File: src/rtl/dbg_cmd_pkg.sv
package dbg_cmd_pkg;
  localparam int CMD_W = 10;
  localparam int RS_W  = 7;

  typedef struct packed {
    logic [RS_W-1:0] rs;
    logic            ex;
    logic            go;
    logic            rw;
  } cmd_t;

  localparam cmd_t CMD_RST = '{rs: 7'h02, ex: 1'b0, go: 1'b0, rw: 1'b1};

  typedef enum logic [2:0] {
    CLS_GEN, CLS_CPU, CLS_STAT, CLS_PCF, CLS_NOREG, CLS_BYP
  } cls_e;
endpackage

File: src/rtl/dbg_cmd_reg.sv
module dbg_cmd_reg
  import dbg_cmd_pkg::*;
#(
  parameter logic [RS_W-1:0] CPU_SEL   = 7'h10,
  parameter logic [RS_W-1:0] NOREG_SEL = 7'h7F,
  parameter logic [RS_W-1:0] STAT_SEL  = 7'h11,
  parameter logic [RS_W-1:0] PCF_SEL   = 7'h12,
  parameter int              GEN_NUM   = 16
) (
  input  logic clk_i,
  input  logic rst_ni,
  input  logic tlr_i,
  input  logic sel_i,
  input  logic capture_i,
  input  logic shift_i,
  input  logic update_i,
  input  logic tdi_i,
  output logic tdo_o,
  output cmd_t cmd_o,
  output cls_e cls_o
);
  logic [CMD_W-1:0] sr_q;
  cmd_t             cmd_q;

  always_ff @(posedge clk_i or negedge rst_ni) begin
    if (!rst_ni) begin
      sr_q  <= '0;
      cmd_q <= CMD_RST;
    end else if (tlr_i) begin
      cmd_q <= CMD_RST;
    end else if (sel_i) begin
      if (capture_i)     sr_q  <= cmd_q;
      else if (shift_i)  sr_q  <= {tdi_i, sr_q[CMD_W-1:1]};
      else if (update_i) cmd_q <= sr_q;
    end
  end

  always_comb begin
    if (cmd_q.rs == CPU_SEL)                     cls_o = CLS_CPU;
    else if (cmd_q.rs == STAT_SEL)               cls_o = CLS_STAT;
    else if (cmd_q.rs == PCF_SEL)                cls_o = CLS_PCF;
    else if (cmd_q.rs == NOREG_SEL)              cls_o = CLS_NOREG;
    else if (32'(cmd_q.rs) < GEN_NUM)            cls_o = CLS_GEN;
    else                                         cls_o = CLS_BYP;
  end

  assign tdo_o = sr_q[0];
  assign cmd_o = cmd_q;

  assert_tlr_hold_R2: assert property (@(posedge clk_i) disable iff (!rst_ni)
    tlr_i |=> (cmd_q == CMD_RST));
endmodule

File: src/rtl/dbg_data_path.sv
module dbg_data_path
  import dbg_cmd_pkg::*;
#(
  parameter int DATA_W = 32
) (
  input  logic              clk_i,
  input  logic              rst_ni,
  input  logic              active_i,
  input  logic              capture_i,
  input  logic              shift_i,
  input  logic              update_i,
  input  logic              tdi_i,
  input  cls_e              cls_i,
  input  logic              rw_i,
  input  logic [DATA_W-1:0] rd_data_i,
  input  logic [DATA_W-1:0] status_i,
  output logic              tdo_o,
  output logic              wr_o,
  output logic [DATA_W-1:0] wr_data_o,
  output logic              pcf_adv_o,
  output logic              stat_rd_o
);
  logic [DATA_W-1:0] sr_q, wdata_q;
  logic              byp_q, wr_q, pcf_q;
  logic              is_byp, can_wr;

  assign is_byp = (cls_i == CLS_BYP) || (cls_i == CLS_NOREG);
  assign can_wr = (cls_i == CLS_GEN) || (cls_i == CLS_CPU);

  always_ff @(posedge clk_i or negedge rst_ni) begin
    if (!rst_ni) begin
      sr_q    <= '0;
      wdata_q <= '0;
      byp_q   <= 1'b0;
      wr_q    <= 1'b0;
      pcf_q   <= 1'b0;
    end else begin
      wr_q  <= 1'b0;
      pcf_q <= 1'b0;
      if (active_i && capture_i) begin
        if (is_byp) byp_q <= 1'b0;
        else        sr_q  <= (cls_i == CLS_STAT) ? status_i : rd_data_i;
        pcf_q <= (cls_i == CLS_PCF) && rw_i;
      end else if (active_i && shift_i) begin
        if (is_byp) byp_q <= tdi_i;
        else        sr_q  <= {tdi_i, sr_q[DATA_W-1:1]};
      end else if (active_i && update_i && can_wr && !rw_i) begin
        wr_q    <= 1'b1;
        wdata_q <= sr_q;
      end
    end
  end

  assign tdo_o     = is_byp ? byp_q : sr_q[0];
  assign wr_o      = wr_q;
  assign wr_data_o = wdata_q;
  assign pcf_adv_o = pcf_q;
  assign stat_rd_o = active_i && capture_i && (cls_i == CLS_STAT);

  assert_wr_pulse_R4: assert property (@(posedge clk_i) disable iff (!rst_ni)
    wr_q |=> !wr_q);
  assert_pcf_pulse_R9: assert property (@(posedge clk_i) disable iff (!rst_ni)
    pcf_q |=> !pcf_q);
endmodule

File: src/rtl/dbg_go_ctrl.sv
module dbg_go_ctrl
  import dbg_cmd_pkg::*;
(
  input  logic clk_i,
  input  logic rst_ni,
  input  logic fire_i,
  input  logic go_i,
  input  logic ex_i,
  input  cls_e cls_i,
  input  logic dbg_mode_i,
  input  logic step_blocked_i,
  input  logic instr_start_i,
  input  logic stat_rd_i,
  output logic go_o,
  output logic exit_o,
  output logic irq_block_o,
  output logic err_o
);
  logic launch, go_q, exit_q, irq_q, err_q;

  assign launch = fire_i && go_i && dbg_mode_i &&
                  ((cls_i == CLS_CPU) || (cls_i == CLS_NOREG));

  always_ff @(posedge clk_i or negedge rst_ni) begin
    if (!rst_ni) begin
      go_q   <= 1'b0;
      exit_q <= 1'b0;
      irq_q  <= 1'b0;
      err_q  <= 1'b0;
    end else begin
      go_q   <= launch;
      exit_q <= launch && ex_i;
      if (launch && ex_i)     irq_q <= 1'b1;
      else if (instr_start_i) irq_q <= 1'b0;
      // set wins over a same-cycle status read
      if (step_blocked_i)     err_q <= 1'b1;
      else if (stat_rd_i)     err_q <= 1'b0;
    end
  end

  assign go_o        = go_q;
  assign exit_o      = exit_q;
  assign irq_block_o = irq_q;
  assign err_o       = err_q;

  assert_go_pulse_R6: assert property (@(posedge clk_i) disable iff (!rst_ni)
    go_q |=> !go_q);
  assert_exit_needs_go_R7: assert property (@(posedge clk_i) disable iff (!rst_ni)
    exit_q |-> go_q);
  assert_irq_from_exit_R8: assert property (@(posedge clk_i) disable iff (!rst_ni)
    $rose(irq_q) |-> exit_q);
  assert_err_sticky_R10: assert property (@(posedge clk_i) disable iff (!rst_ni)
    step_blocked_i |=> err_q);
endmodule

File: src/rtl/dbg_cmd_ctrl.sv
module dbg_cmd_ctrl
  import dbg_cmd_pkg::*;
#(
  parameter int              DATA_W    = 32,
  parameter logic [RS_W-1:0] CPU_SEL   = 7'h10,
  parameter logic [RS_W-1:0] NOREG_SEL = 7'h7F,
  parameter logic [RS_W-1:0] STAT_SEL  = 7'h11,
  parameter logic [RS_W-1:0] PCF_SEL   = 7'h12,
  parameter int              GEN_NUM   = 16
) (
  input  logic              clk_i,
  input  logic              rst_ni,
  input  logic              tap_tlr_i,
  input  logic              tap_capture_i,
  input  logic              tap_shift_i,
  input  logic              tap_update_i,
  input  logic              cmd_scan_i,
  input  logic              tdi_i,
  output logic              tdo_o,
  output logic [RS_W-1:0]   reg_sel_o,
  input  logic [DATA_W-1:0] rd_data_i,
  output logic              wr_o,
  output logic [DATA_W-1:0] wr_data_o,
  output logic              pcf_adv_o,
  output logic              go_o,
  output logic              exit_o,
  input  logic              dbg_mode_i,
  input  logic              step_blocked_i,
  input  logic              instr_start_i,
  output logic              irq_block_o,
  output logic              err_o
);
  cmd_t              cmd;
  cls_e              cls;
  logic              cmd_tdo, dat_tdo, stat_rd, data_act;
  logic [DATA_W-1:0] status;

  assign data_act = !cmd_scan_i;
  assign status   = {{(DATA_W-3){1'b0}}, irq_block_o, err_o, dbg_mode_i};

  dbg_cmd_reg #(
    .CPU_SEL(CPU_SEL), .NOREG_SEL(NOREG_SEL), .STAT_SEL(STAT_SEL),
    .PCF_SEL(PCF_SEL), .GEN_NUM(GEN_NUM)
  ) u_cmd (
    .clk_i, .rst_ni, .tlr_i(tap_tlr_i), .sel_i(cmd_scan_i),
    .capture_i(tap_capture_i), .shift_i(tap_shift_i), .update_i(tap_update_i),
    .tdi_i, .tdo_o(cmd_tdo), .cmd_o(cmd), .cls_o(cls)
  );

  dbg_data_path #(.DATA_W(DATA_W)) u_dat (
    .clk_i, .rst_ni, .active_i(data_act),
    .capture_i(tap_capture_i), .shift_i(tap_shift_i), .update_i(tap_update_i),
    .tdi_i, .cls_i(cls), .rw_i(cmd.rw), .rd_data_i, .status_i(status),
    .tdo_o(dat_tdo), .wr_o, .wr_data_o, .pcf_adv_o, .stat_rd_o(stat_rd)
  );

  dbg_go_ctrl u_go (
    .clk_i, .rst_ni, .fire_i(data_act && tap_update_i),
    .go_i(cmd.go), .ex_i(cmd.ex), .cls_i(cls), .dbg_mode_i,
    .step_blocked_i, .instr_start_i, .stat_rd_i(stat_rd),
    .go_o, .exit_o, .irq_block_o, .err_o
  );

  assign tdo_o     = cmd_scan_i ? cmd_tdo : dat_tdo;
  assign reg_sel_o = cmd.rs;
endmodule

File: config.mk
export PLATFORM = sky130hd
export DESIGN_NAME = dbg_cmd_ctrl
export DESIGN_NICKNAME = d
export VERILOG_FILES = /design/src/rtl/dbg_cmd_pkg.sv /design/src/rtl/dbg_cmd_reg.sv /design/src/rtl/dbg_data_path.sv /design/src/rtl/dbg_go_ctrl.sv /design/src/rtl/dbg_cmd_ctrl.sv
export SDC_FILE = /design/constraint.sdc
export NUM_CORES = 1
export LEC_CHECK = 0
export CAP_MARGIN = 40
export CORE_MARGIN = 2
export CORE_UTILIZATION = 50
export DETAILED_ROUTE_END_ITERATION = 12
export GPL_TIMING_DRIVEN = 0
export HOLD_SLACK_MARGIN = 0.06
export PLACE_DENSITY = 0.79
export RECOVER_POWER = 25
export SLEW_MARGIN = 15
export SYNTH_ARGS = -nofsm -noshare
export SYNTH_HDL_FRONTEND = slang
export SYNTH_SLANG_ARGS = --single-unit
export TNS_END_PERCENT = 100
File: constraint.sdc
create_clock -name clk_i -period 4.2 [get_ports clk_i]
set_clock_uncertainty 0.2 [all_clocks]
set_input_delay 1.05 -clock clk_i [delete_from_list [all_inputs] [get_ports clk_i]]
set_output_delay 1.05 -clock clk_i [all_outputs]
set_load 0.05 [all_outputs]
==> parameters.txt, run 1 <==
Parameter                              Value

Critical path
  Launch point of the critical path ... cmd_scan_i
  Setup crit end kind ... primary output
  Arrival time at the worst endpoint ... 2.73 ns
  Endpoint required time on the critical path ... 2.95 ns
  Startpoint types ... primary input
  WS Path Type ... in -> out
  Reg-to-reg startpoint ... u_cmd.cmd_o[4]$_DFFE_PN1P_
  Max Fanout on Critical Path ... 10

GRT
  Vias in the first global route ... 3095
  Wire length of the first global-routing pass ... 15100 um
  Leftover overflow at the end of global routing ... 0
  Global-route usage over all layers ... 0.222
  Antenna violations before repair ... 0
  Maximum number of pins on one net before global-route repair ... 62

Timing
  Final count of pins violating max slew ... 32
  Unrepaired setup endpoints after global routing ... no
  Final hold violation count ... 0
  Slew @ Worst Pin ... 1.58 ns
  Post-route minimum period ... 3.98 ns
  Final-report setup violation count ... 0
  Rel. slew slack ... -0.0543
  Hold Worst Slack ... 0.306 ns
  FMAX ... 251 MHz
  Final period utilization ... 0.948

Route
  Ratio of routed vias to standard cells ... 5.51
  Detailed-route DRC error count ... 0
  Post-detailed-routing wire length ... 9160 um
  DR iter-0 viols ... 167
  Avg WL per Cell ... 16.4 um
  Detail Route Antenna Nets ... 0
  First drt pass iteration count ... 5
  Via Count ... 3071

Floorplan
  Die Area ... 8910 um^2
  IO Pins ... 89
  Row count ... 32
  Die X ... 94.4 um
  Floorplan core area ... 7810 um^2
  Vertical die dimension ... 94.4 um
  Starting utilization of the core area ... 0.523

Worst hold path
  Worst hold path type ... reg -> reg
  Worst min-delay path startpoint ... u_go.err_o$_DFFE_PN0P_

Clock network
  Later-pin clock latency in the skew report ... 0.35 ns
  Clk buf depth ... 2
  Clk Tree Root Cell ... clkbuf_8
  TritonCTS clock tree ... built
  Number of buffers added by the clock tree synthesis step ... 9
  CTS clock-pin slew for the worst setup and hold paths ... 0.08 ns
  H-tree depth reported by CTS ... 3
  Sink Count ... 91

Finish
  Seq. cell area ... 2280 um^2
  Total number of nets in the final design ... 493
  Most common cell after layout, fill and taps aside ... dfrtp_1
  Fillers ... 589
  Commonest non-fill, non-tap cells in the layout ... dfrtp_1 (89), clkdlybuf4s50_1 (86), a21oi_1 (47), nor2_1 (43)
  Share of layout cells above drive strength 1 ... 0.149
  Finished Layout Cells ... 557
  P&R area growth vs syn ... 29.7%
  Antenna cells ... 0
  Final standard cell utilization of the core ... 0.678
  Total area of multi-input combinational cells ... 1650 um^2

Synthesis
  Number of distinct library cells after synthesis ... 38
  Synth Register Bits ... 91
  Number of warning messages in the yosys log ... 0
  Post-synthesis cell area ... 4080 um^2
  Synth Net Count ... 393
  Synthesized netlist cell count ... 350
  Register area share after synthesis ... 0.558
  Mean instance size in the synthesized netlist ... 11.7 um^2

Placed design
  Instance count after placement with tap cells included ... 541
  Placed wire-length estimate after detailed placement ... 6660 um
  I/O Buffers ... 88
  Final weighted congestion in routability-driven placement ... 0.845

Flow run
  Max-cap violations ... 1

Status
  Violations in the final reports ... max-capacitance violations, max-slew violations
  Run status ... finished with violations

Power and ir drop
  Maximum resistive drop on vdd ... 0.000215 V
  Power, Total ... 0.00231 W
  Power density relative to cell area ... 437 nW/um^2
  P_leak ... 2.38 nW
==> per-stage QoR <==
stage	setup WS [ns]	TNS [ns]	cell area, um^2
CTS	0.251	0	5320
global placement	-1.31	-116.49	5090
detailed placement	-0.0283	-0.0283	5120
finish	0.218	0	5300
floorplan	0.525	0	4080
global route	0.0985	0	5300
==> Yosys cell counts (all sizes together) <==
cell type / count / area share
clkbuf: 11 / 0.010
o311a: 1 / 0.0025
dfrtp: 89 / 0.55
nand3b: 2 / 0.0037
mux2i: 14 / 0.034
a2111oi: 1 / 0.0067
o22ai: 1 / 0.0015
nand2: 26 / 0.024
nand4: 2 / 0.0031
a211o: 1 / 0.0021
nand4b: 1 / 0.0058
a22oi: 29 / 0.053
inv: 3 / 0.0028
or4: 1 / 0.0018
buf: 14 / 0.026
a311oi: 1 / 0.0037
o21ai: 3 / 0.0037
o211ai: 3 / 0.0055
and4: 1 / 0.0021
nand2b: 4 / 0.0061
or2: 1 / 0.0015
mux2: 32 / 0.11
nand3: 6 / 0.0074
a31oi: 1 / 0.0015
nor3b: 1 / 0.0018
a21oi: 48 / 0.062
dfstp: 2 / 0.013
xor2: 1 / 0.0021
nor2b: 3 / 0.0046
a21o: 1 / 0.0018
nor4: 1 / 0.0031
nor2: 43 / 0.040
and3: 2 / 0.0031
==> logic make-up after synthesis <==
family	synth area share
flops	0.558
mux	0.149
buf+inv	0.0389
compound gates	0.144
xor+xnor	0.00214
simple gates	0.108
==> flip-flops by register name (all words and copies together), names as in the netlist <==
signal and count:
u_go.err_o 1, u_dat.pcf_adv_o 1, u_dat.byp_q 1, u_dat.wr_o 1, u_go.exit_o 1, u_cmd.cmd_o 10, u_dat.wr_data_o 32, u_go.go_o 1
u_cmd.sr_q 10, u_go.irq_block_o 1, u_dat.sr_q 32
==> power by group <==
group | switching [W] | total (W) | internal, W
clock network | 0.000325 | 0.000609 | 0.000284
registers | 0.000101 | 0.00111 | 0.00101
logic | 0.000335 | 0.000593 | 0.000258
total | 0.000761 | 0.00231 | 0.00155
==> layout make-up <==
cell class,instances,share of cell area
inverters,3,0.00213
multi-input cells,231,0.311
well taps,102,0.0241
repair buffers,89,0.166
clock inverters,7,0.0156
plain buffers,25,0.0279
clock buffers,9,0.0234
flip-flops and latches,91,0.430
==> worst max-delay path, cell delays in order <==
cell	delay, ns
clkdlybuf4s50_1	0.51
clkbuf_1	0.39
nand2_1	0.09
o21ai_0	0.12
dlygate4sd2_1	0.57
==> metal layers <==
metal / routed length, um / track usage / up-vias
li1: - / - / 1445
met1: 3920 / 0.295 / 1512
met2: 4570 / 0.363 / 97
met3: 524 / 0.0447 / 17
met4: 145 / 0.0833 / 0
met5: 0 / 0 / -
==> path summary, 6_finish.rpt <==
check / endpoint / slack, ns / cells after the start
worst min register to register: u_go.err_o$_DFFE_PN0P_ / 0.31 / 1
worst min-delay path: u_go.err_o$_DFFE_PN0P_ / 0.31 / 1
min in group asynchronous: u_dat.wr_data_o[9]$_DFFE_PN0P_ / 0.87 / 1
max in group asynchronous: u_cmd.sr_q[5]$_DFFE_PN0P_ / 0.77 / 2
worst max-delay path: tdo_o / 0.22 / 5
worst max register to register: u_dat.wr_data_o[31]$_DFFE_PN0P_ / 1.86 / 5
==> what timing repair did <==
| action | CTS | global route |
|---|---|---|
| setup endpoints to repair | 1 | 0 |
| buffers inserted | 0 | 0 |
| hold buffers | 0 | 0 |
| gates resized for setup | 1 | 0 |
Power figures use the tool's default switching activity.
==> run 2, diff against run 1 <==
Settings changed: CTS_CLUSTER_DIAMETER from default to 200.
==> results of run 2 <==
No change in the layout: final DEF, timing and power equal those of run 1.
==> run 3, diff against run 2 <==
Settings changed: MAX_ROUTING_LAYER from default to met4.
==> parameters.txt, run 3 (same netlist as run 1, synthesis figures left out) <==
Parameter                              Value

Finish
  Commonest non-fill, non-tap cells in the layout ... dfrtp_1 (89), clkdlybuf4s50_1 (86), a21oi_1 (47), nor2_1 (43)
  Antenna cells ... 0 (unchanged)
  Share of layout cells above drive strength 1 ... 0.149 (unchanged)
  Most common cell after layout, fill and taps aside ... dfrtp_1
  Final standard cell utilization of the core ... 0.678 (unchanged)
  Total number of nets in the final design ... 493 (unchanged)
  P&R area growth vs syn ... 29.7% (unchanged)

Critical path
  Reg-to-reg startpoint ... u_cmd.cmd_o[4]$_DFFE_PN1P_
  Worst Reg2Reg Path Length in Cells ... 5 (unchanged)
  WS Path Type ... in -> out
  Crit path max-delay cell type ... dlygate4sd2_1
  Max Fanout on Critical Path ... 10 (unchanged)
  Kind of cell adding the most delay to the critical path ... buffers and inverters
  Worst reg-to-reg setup slack ... 1.86 ns (about the same)
  Startpoint types ... primary input
  Endpoint required time on the critical path ... 2.95 ns (about the same)
  End of the worst register-to-register path ... u_dat.wr_data_o[12]$_DFFE_PN0P_
  Setup crit end kind ... primary output
  Arrival time at the worst endpoint ... 2.74 ns (about the same)
  Longest individual stage delay on the worst path ... 0.57 ns (about the same)
  Cells along the critical path ... clkdlybuf4s50_1, clkbuf_1, nand2_1, o21ai_0, dlygate4sd2_1
  Launch point of the critical path ... cmd_scan_i
  Buffer and inverter count on the worst path ... 3 (unchanged)

Timing
  FMAX ... 251 MHz (about the same)
  Sum Neg Setup Slack ... 0 ns (unchanged)
  Post-route worst setup slack ... 0.215 ns (-0.00306 ns)
  Final hold violation count ... 0 (unchanged)
  Slew @ Worst Pin ... 1.61 ns (+0.0308 ns)
  Post-route minimum period ... 3.99 ns (+0.00306 ns)
  Final period utilization ... 0.949 (about the same)
  Final-report setup violation count ... 0 (unchanged)
  Rel. slew slack ... -0.0748 (-0.0205)
  Unrepaired setup endpoints after global routing ... no
  Final count of pins violating max slew ... 32 (unchanged)

Clock network
  TritonCTS clock tree ... built
  Number of buffers added by the clock tree synthesis step ... 9 (unchanged)
  Clk Tree Root Cell ... clkbuf_8
  Sink Count ... 91 (unchanged)
  Number of hold-repair buffers added at the cts stage ... 0 (unchanged)
  Clk buf depth ... 2 (unchanged)
  CTS clock-pin slew for the worst setup and hold paths ... 0.08 ns (about the same)
  H-tree depth reported by CTS ... 3 (unchanged)
  Number of post-CTS setup repair buffers ... 0 (unchanged)
  Later-pin clock latency in the skew report ... 0.37 ns (+0.02 ns)

Status
  Violations in the final reports ... max-capacitance violations, max-slew violations
  Run status ... finished with violations

Route
  Via Count ... 3078 (+0.23%)
  Avg WL per Cell ... 16.5 um (+0.21%)
  Detail Route Antenna Nets ... 0 (unchanged)
  First drt pass iteration count ... 5 (unchanged)
  Post-detailed-routing wire length ... 9180 um (+0.21%)
  Ratio of routed vias to standard cells ... 5.53 (+0.23%)
  Detailed-route DRC error count ... 0 (unchanged)
  DR iter-0 viols ... 156 (-6.6%)

GRT
  Vias in the first global route ... 3099 (+0.13%)
  Antenna violations before repair ... 0 (unchanged)
  Maximum number of pins on one net before global-route repair ... 62 (unchanged)
  Global-route usage over all layers ... 0.228 (+0.00661)
  Wire length of the first global-routing pass ... 15100 um (unchanged)
  Leftover overflow at the end of global routing ... 0 (unchanged)

Worst hold path
  Worst hold path type ... reg -> reg
  Worst Hold End ... u_go.err_o$_DFFE_PN0P_
  Worst min-delay path startpoint ... u_go.err_o$_DFFE_PN0P_
  Hold path depth ... 1 (unchanged)

Flow run
  Max-cap violations ... 1 (unchanged)

Floorplan
  Die Area ... 8910 um^2 (unchanged)
  Row count ... 32 (unchanged)
  Die X ... 94.4 um (unchanged)
  Floorplan core area ... 7810 um^2 (unchanged)
  Starting utilization of the core area ... 0.523 (unchanged)
  IO Pins ... 89 (unchanged)
  Vertical die dimension ... 94.4 um (unchanged)

Power and ir drop
  Switching part of the total ... 0.330 (+0.00134)
  P_sw ... 0.000765 W (+0.61%)
  Power, Total ... 0.00232 W (+0.20%)
  Power density relative to cell area ... 438 nW/um^2 (+0.20%)
  Share of power burned in combinational logic ... 0.256 (about the same)
  Maximum resistive drop on vdd ... 0.000214 V (-0.21%)
  Part of the power in the clock network ... 0.265 (+0.002)
  P_leak ... 2.38 nW (unchanged)
  Internal power ... 0.00155 W (about the same)
  Portion of total power attributed to sequential cells ... 0.479 (about the same)

Placed design
  Placed wire-length estimate after detailed placement ... 6660 um (unchanged)
  Final weighted congestion in routability-driven placement ... 0.858 (+1.6%)
  I/O Buffers ... 88 (unchanged)
  Post-placement worst setup slack ... -0.0283 ns (unchanged)
==> run 3: cell counts in the layout (fill, tap and decap cells not counted) <==
Identical to the previous run, type by type.
==> run 3: power groups by stage <==
stage                     logic (W)  clock network, W  registers [W]
after global placement     0.000581                 0        0.00112
after global routing       0.000639          0.000659        0.00113
after floorplan            0.000242                 0        0.00126
after CTS                  0.000601          0.000622        0.00111
after detailed placement   0.000597                 0        0.00113
final                      0.000593          0.000614        0.00111
==> run 3: final cells by class <==
class / count / area [um^2]
fillers: 589 / 2510
flip-flops and latches: 91 / 2280
multi-input cells: 231 / 1650
repair buffers: 89 / 878
plain buffers: 25 / 148
well taps: 102 / 128
clock buffers: 9 / 124
clock inverters: 7 / 82.6
inverters: 3 / 11.3
==> run 3: metal layers <==
metal / GRT usage / routed length, um / share of wire / vias to the layer above
met4: 0.0833 / 143 / 0.016 / 0
met5: - / 0 / 0 / -
met3: 0.0431 / 532 / 0.058 / 17
li1: - / - / - / 1446
met2: 0.363 / 4530 / 0.49 / 98
met1: 0.296 / 3980 / 0.43 / 1517
==> run 3: metrics by stage <==
step | cell area (um^2) | cells | hold WS, ns
floorplan | 4080 | 350 | 0.264
global placement | 5090 | 540 | 0.282
detailed placement | 5120 | 541 | 0.292
CTS | 5320 | 557 | 0.313
global route | 5300 | 557 | 0.326
finish | 5300 | 557 | 0.307
==> run 3: worst max-delay path by stage <==
stage               depth (start not counted)                               to
global placement                            1  u_dat.wr_data_o[25]$_DFFE_PN0P_
finish                                      5                            tdo_o
detailed placement                          5                            tdo_o
CTS                                         5                            tdo_o
floorplan                                   4                            tdo_o
global route                                5                            tdo_o
==> run 3: timing repair <==
action / CTS / global route
hold endpoints to repair: 0 / 0
endpoints found under the setup margin: 1 / 0
gates resized for setup: 1 / 0
